File: src/rtl/ldst_pkg.sv
package ldst_pkg;
    localparam int W       = 16;
    localparam int ADDR_W  = 2 * W;
    localparam int REG_W   = 3;
    localparam int SEL_W   = REG_W + 1;
    localparam logic [2:0] GROUP_OP = 3'b011;

    typedef enum logic [3:0] {
        S_IDLE, S_FETCH, S_ROFF, S_BLO, S_BHI,
        S_PWLO, S_PWHI, S_SRC, S_MEM, S_LDWB, S_DONE
    } phase_e;

    typedef struct packed {
        logic             store;
        logic             mp_bank;
        logic [REG_W-1:0] reg_idx;
        logic [REG_W-1:0] off_reg;
        logic             upd;
        logic             pre;
        logic             imm;
        logic [1:0]       pair;
    } dec_t;
endpackage

File: src/rtl/ldst_decode.sv
module ldst_decode
    import ldst_pkg::*;
(
    input  logic [W-1:0] word,
    output dec_t         dec,
    output logic         hit
);
    always_comb begin
        dec.store   = word[12];
        dec.mp_bank = word[11];
        dec.reg_idx = word[10:8];
        dec.off_reg = word[7:5];
        dec.upd     = word[4];
        dec.pre     = word[3];
        dec.imm     = word[2];
        dec.pair    = word[1:0];
        hit         = (word[15:13] == GROUP_OP);
    end
endmodule

File: src/rtl/ldst_addr.sv
module ldst_addr
    import ldst_pkg::*;
(
    input  logic [ADDR_W-1:0] base,
    input  logic [W-1:0]      off,
    input  logic              pre,
    output logic [ADDR_W-1:0] upd,
    output logic [ADDR_W-1:0] first
);
    logic [ADDR_W-1:0] off_sx;
    always_comb begin
        off_sx = {{(ADDR_W-W){off[W-1]}}, off};
        upd    = base + off_sx;
        first  = pre ? upd : base;
    end
endmodule

File: src/rtl/ind_ldst_seq.sv
module ind_ldst_seq
    import ldst_pkg::*;
#(
    parameter int CNT_W = 3
) (
    input  logic              clk,
    input  logic              rst_n,
    input  logic              start,
    input  logic [15:0]       instr,
    input  logic [CNT_W-1:0]  word_cnt,
    output logic              busy,
    output logic              done,
    output logic              fetch_req,
    input  logic              fetch_ack,
    input  logic [15:0]       fetch_word,
    output logic [3:0]        rf_rd_sel,
    input  logic [15:0]       rf_rd_data,
    output logic              rf_we,
    output logic [3:0]        rf_wr_sel,
    output logic [15:0]       rf_wr_data,
    output logic              mem_req,
    output logic              mem_we,
    output logic [31:0]       mem_addr,
    output logic [15:0]       mem_wdata,
    input  logic              mem_ack,
    input  logic [15:0]       mem_rdata
);
    typedef struct packed {
        phase_e            ph;
        dec_t              d;
        logic [W-1:0]      off;
        logic [ADDR_W-1:0] base;
        logic [CNT_W-1:0]  last;
        logic [CNT_W-1:0]  idx;
        logic [W-1:0]      data;
        logic              accessed;
    } st_t;

    st_t q, n;

    dec_t              dec_in;
    logic              op_hit;
    logic [ADDR_W-1:0] upd_ptr, first_addr;

    ldst_decode u_dec (.word(instr), .dec(dec_in), .hit(op_hit));

    ldst_addr u_addr (
        .base (q.base),
        .off  (q.off),
        .pre  (q.d.pre),
        .upd  (upd_ptr),
        .first(first_addr)
    );

    logic [REG_W-1:0] data_reg;
    logic             last_word;
    phase_e           word_ph, after_ph;

    always_comb begin
        n          = q;
        data_reg   = q.d.reg_idx + REG_W'(q.idx);
        last_word  = (q.idx == q.last);
        word_ph    = q.d.store ? S_SRC : S_MEM;
        after_ph   = last_word ? ((q.d.upd && !q.d.pre) ? S_PWLO : S_DONE) : word_ph;

        busy       = (q.ph != S_IDLE);
        done       = (q.ph == S_DONE);
        fetch_req  = 1'b0;
        rf_rd_sel  = '0;
        rf_we      = 1'b0;
        rf_wr_sel  = '0;
        rf_wr_data = '0;
        mem_req    = (q.ph == S_MEM);
        mem_we     = (q.ph == S_MEM) && q.d.store;
        mem_addr   = first_addr + ADDR_W'(q.idx);
        mem_wdata  = q.data;

        unique case (q.ph)
            S_IDLE: begin
                if (start && op_hit) begin
                    n.d        = dec_in;
                    n.last     = word_cnt;
                    n.idx      = '0;
                    n.off      = '0;
                    n.accessed = 1'b0;
                    if (dec_in.imm)                     n.ph = S_FETCH;
                    else if (dec_in.upd || dec_in.pre)  n.ph = S_ROFF;
                    else                                n.ph = S_BLO;
                end
            end
            S_FETCH: begin
                fetch_req = 1'b1;
                if (fetch_ack) begin
                    n.off = fetch_word;
                    n.ph  = S_BLO;
                end
            end
            S_ROFF: begin
                rf_rd_sel = {1'b0, q.d.off_reg};
                n.off     = rf_rd_data;
                n.ph      = S_BLO;
            end
            S_BLO: begin
                rf_rd_sel        = {1'b1, q.d.pair, 1'b0};
                n.base[W-1:0]    = rf_rd_data;
                n.ph             = S_BHI;
            end
            S_BHI: begin
                rf_rd_sel          = {1'b1, q.d.pair, 1'b1};
                n.base[ADDR_W-1:W] = rf_rd_data;
                n.ph               = (q.d.upd && q.d.pre) ? S_PWLO : word_ph;
            end
            S_PWLO: begin
                rf_we      = 1'b1;
                rf_wr_sel  = {1'b1, q.d.pair, 1'b0};
                rf_wr_data = upd_ptr[W-1:0];
                n.ph       = S_PWHI;
            end
            S_PWHI: begin
                rf_we      = 1'b1;
                rf_wr_sel  = {1'b1, q.d.pair, 1'b1};
                rf_wr_data = upd_ptr[ADDR_W-1:W];
                n.ph       = q.accessed ? S_DONE : word_ph;
            end
            S_SRC: begin
                rf_rd_sel = {q.d.mp_bank, data_reg};
                n.data    = rf_rd_data;
                n.ph      = S_MEM;
            end
            S_MEM: begin
                if (mem_ack) begin
                    if (q.d.store) begin
                        n.ph = after_ph;
                        if (last_word) n.accessed = 1'b1;
                        else           n.idx = q.idx + 1'b1;
                    end else begin
                        n.data = mem_rdata;
                        n.ph   = S_LDWB;
                    end
                end
            end
            S_LDWB: begin
                rf_we      = 1'b1;
                rf_wr_sel  = {q.d.mp_bank, data_reg};
                rf_wr_data = q.data;
                n.ph       = after_ph;
                if (last_word) n.accessed = 1'b1;
                else           n.idx = q.idx + 1'b1;
            end
            S_DONE:  n.ph = S_IDLE;
            default: n.ph = S_IDLE;
        endcase
    end

    always_ff @(posedge clk or negedge rst_n) begin
        if (!rst_n) q <= '0;
        else        q <= n;
    end
endmodule

File: config.mk
export PLATFORM = sky130hd
export DESIGN_NAME = ind_ldst_seq
export DESIGN_NICKNAME = d
export VERILOG_FILES = /design/src/rtl/ldst_pkg.sv /design/src/rtl/ldst_decode.sv /design/src/rtl/ldst_addr.sv /design/src/rtl/ind_ldst_seq.sv
export SDC_FILE = /design/constraint.sdc
export NUM_CORES = 1
export LEC_CHECK = 0
export BUFFER_PORTS_ARGS = -buffer_cell sky130_fd_sc_hd__buf_2
export CAP_MARGIN = 0
export CELL_PAD_IN_SITES_DETAIL_PLACEMENT = 0
export CELL_PAD_IN_SITES_GLOBAL_PLACEMENT = 1
export CORE_UTILIZATION = 46
export DETAILED_ROUTE_END_ITERATION = 10
export GPL_ROUTABILITY_DRIVEN = 1
export PLACE_DENSITY = 0.92
export SLEW_MARGIN = 25
export SYNTH_ARGS = -nofsm -noshare
export SYNTH_HDL_FRONTEND = slang
export SYNTH_SLANG_ARGS = --single-unit
File: constraint.sdc
create_clock -name clk -period 10.6 [get_ports clk]
set_input_delay 2.12 -clock clk [delete_from_list [all_inputs] [get_ports clk]]
set_output_delay 2.12 -clock clk [all_outputs]
set_load 0.02 [all_outputs]
==> flow_metrics.env <==
export IMPL_clock_latency_ns=0.35
export IMPL_yosysUniqueCellTypes=89
export IMPL_synth_area_mm2=0.00791
export IMPL_root_buffer="clkbuf_16"
export IMPL_drcViolationCount=0
export IMPL_yosysWarnings=0
export IMPL_finalHoldViolCount=0
export IMPL_crit_start="q[23]"
export IMPL_pin_count=150
export IMPL_path_clk_slew_ns=0.06
export IMPL_tns_ns=0
export IMPL_rows=47
export IMPL_maxSlewHeadroom_pct=27.3
export IMPL_hold_path_class="reg -> reg"
export IMPL_worstHoldStart="q[79]"
export IMPL_n_antenna_cell=0
export IMPL_start_util_pct=47.4
export IMPL_fin_crit_sh_pct=65.4
export IMPL_die_y_um=133
export IMPL_synth_compound_area_share_pct=23.1
export IMPL_wirelength_mm=27.1
export IMPL_die_area_mm2=0.0177
export IMPL_slowest_delay_ns=0.55
export IMPL_cp_num_buf_inv=1
export IMPL_htreeDepth=3
export IMPL_synth_top_cells_by_count="nand2_1 (137), dfrtp_1 (87), nor2_1 (74)"
export IMPL_period_needed_ns=6.93
export IMPL_drv_cap=0
export IMPL_grt_pass1_vias=7452
export IMPL_synth_avg_cell_area_um2=8.23
export IMPL_ys_flop_type="dfrtp_1"
export IMPL_hpwlAfterDp_mm=20.8
export IMPL_fillers=1630
export IMPL_grt_max_degree=54
export IMPL_cp_top_family="simple AND/OR/NAND/NOR gates"
export IMPL_yosys_area_share_adder_pct=6.45
export IMPL_nets=1168
export IMPL_yosys_register_bits=87
export IMPL_yosys_top_cells_area="dfrtp_1 (28%), nand2_1 (6.5%), ha_1 (5.7%)"
export IMPL_grt_pass1_wl_mm=41.8
export IMPL_cts_setup_buffers=0
export IMPL_worstPathArrival_ns=4.81
export IMPL_synth_most_common_cell="nand2_1"
export IMPL_synthMuxAreaShare_pct=8.57
export IMPL_worstMarginPinSlew_ns=1.08
export IMPL_synthXorXnorAreaFrac_pct=6.53
export IMPL_finalMaxSlewViolations=0
export IMPL_vias_per_cell=6.29
export IMPL_p_leak_nw=4.07
export IMPL_cts_sinks=87
export IMPL_seq_area_frac_synth_pct=27.5
export IMPL_crit_slowest_cell="or3_1"
export IMPL_first_pass_iters=7
export IMPL_clock_path_buffers=2
export IMPL_drtIter0Drc=781
export IMPL_synth_cells=961
export IMPL_status="finished, final reports clean"
export IMPL_skew_ns=0.00891
export IMPL_synth_nets=1072
export IMPL_synth_top_cell_by_area="dfrtp_1"
export IMPL_synth_top_area_share_pct=27.5
export IMPL_io_buffers=149
export IMPL_crit_required_ns=8.48
export IMPL_coreArea_mm2=0.0167
export IMPL_path_class="reg -> out"
export IMPL_dr_total_vias=8064
export IMPL_cts_buffers=9
export IMPL_setup_viol=0
export IMPL_final_core_util_pct=53.7
export IMPL_grt_ovfl_total=0
export IMPL_synth_top_family_by_area="compound AO/OA/AOI/OAI gates"
export IMPL_die_w_um=133
export IMPL_fmax_ghz=0.144
export IMPL_drive_above_1_share_pct=23.5
export IMPL_gp_congestion=1.02
export IMPL_synth_simple_area_share_pct=22.0
export IMPL_crit_chain="ha_1, fa_1, a21o_1, a221o_1, a21oi_1, nand4_1, o311ai_0, nand2_1, or3_1, nor4_4, nor3b_1, xnor2_1, buf_2"
export IMPL_r2r_start="q[87]"
export IMPL_grt_setup_unrepaired="false"
export IMPL_syn_to_final_growth_pct=13.3
export IMPL_final_antenna_net_count=0
export IMPL_wl_per_cell_um=21.1
export IMPL_power_density_mw_per_mm2=404
export IMPL_synthArstFlopShare_pct=100
export IMPL_cts_tree="done"
export IMPL_synth_edf_count=0
export IMPL_cp_max_fo=7
export IMPL_cts_resized=0
export IMPL_ir_worst_vdd_uv=161
export IMPL_total_power_w=0.00363
export IMPL_cts_hold_buffers=0
export IMPL_antenna_found_initial=0
export IMPL_cp_end_kind="primary output"
export IMPL_worstSetupStartpointType="flop"
export IMPL_grt_total_usage_pct=30.8
-- registers in the layout, indices dropped and copies added, names as in the netlist --
signal     cells
mem_wdata     16
q             71
-- power breakdown --
part	internal (W)	switching [W]
registers	0.000478	0.000190
clock network	0.000186	0.000147
logic	0.000929	0.00170
-- path summary, 6_finish.rpt --
kind / to / slack (ns) / cells past startpoint
worst max-delay path: mem_addr[30] / 3.67 / 13
worst min-delay path: q[79] / 0.49 / 2
worst max register to register: q[86] / 8.17 / 7
worst min register to register: q[79] / 0.49 / 2
max in group asynchronous: q[74] / 7.80 / 2
min in group asynchronous: q[83] / 1.72 / 1
-- area by class of cell --
cell class              instances  area [µm²]  area share, %
clock inverters                 7        80.1          0.893
repair buffers                158         816           9.10
flip-flops and latches         87        2180           24.3
inverters                      19        71.3          0.796
multi-input cells             782        5320           59.3
well taps                     220         275           3.07
clock buffers                   9         225           2.51
-- worst reg2reg max path: cells and delay by family (launching register included) --
| family | cells | cell delay (ns) |
|---|---|---|
| AOI/OAI and AO/OA | 2 | 0.27 |
| DFF | 1 | 0.61 |
| buffers and inverters | 2 | 0.64 |
| and+or+nand+nor | 3 | 0.83 |
-- placed cells by master (no fill, tap or decap), types with 17 or more instances in the layout --
master     n
mux2_2    34
xor2_1    24
dfrtp_1   86
xnor2_1   35
nand3_1   24
a21oi_1   69
nand2_1  137
nor3_1    22
mux2i_1   28
a22oi_1   25
nor2_1    73
buf_2    148
inv_1     17
o21ai_0   45
ha_1      36
-- kinds of logic after synthesis --
family	count (synthesis)
AOI/OAI and AO/OA	267
xor gates and xnor gates	59
adders and majority gates	39
buffers and inverters	92
DFF	87
muxes	63
and+or+nand+nor	354
-- per-stage QoR --
| stage | hold slack, ns | cells | worst slack (ns) | cell area (µm²) |
|---|---|---|---|---|
| after detailed placement | 0.470 | 1266 | 4.14 | 8660 |
| after floorplan | 0.447 | 961 | 4.15 | 7910 |
| final | 0.488 | 1282 | 3.67 | 8960 |
| after global routing | 0.527 | 1282 | 3.32 | 8960 |
| after global placement | 0.462 | 1266 | 4.20 | 8650 |
| after CTS | 0.487 | 1282 | 3.73 | 8960 |
-- routing by layer --
layer / global-route usage, % / vias to the layer above / wire length (µm)
met5: 0 / - / 0
met4: 16.5 / 0 / 1510
met3: 5.44 / 90 / 2440
met2: 45.3 / 471 / 11500
met1: 42.9 / 3793 / 11600
li1: - / 3710 / -
(Power assumes the default switching activity.)
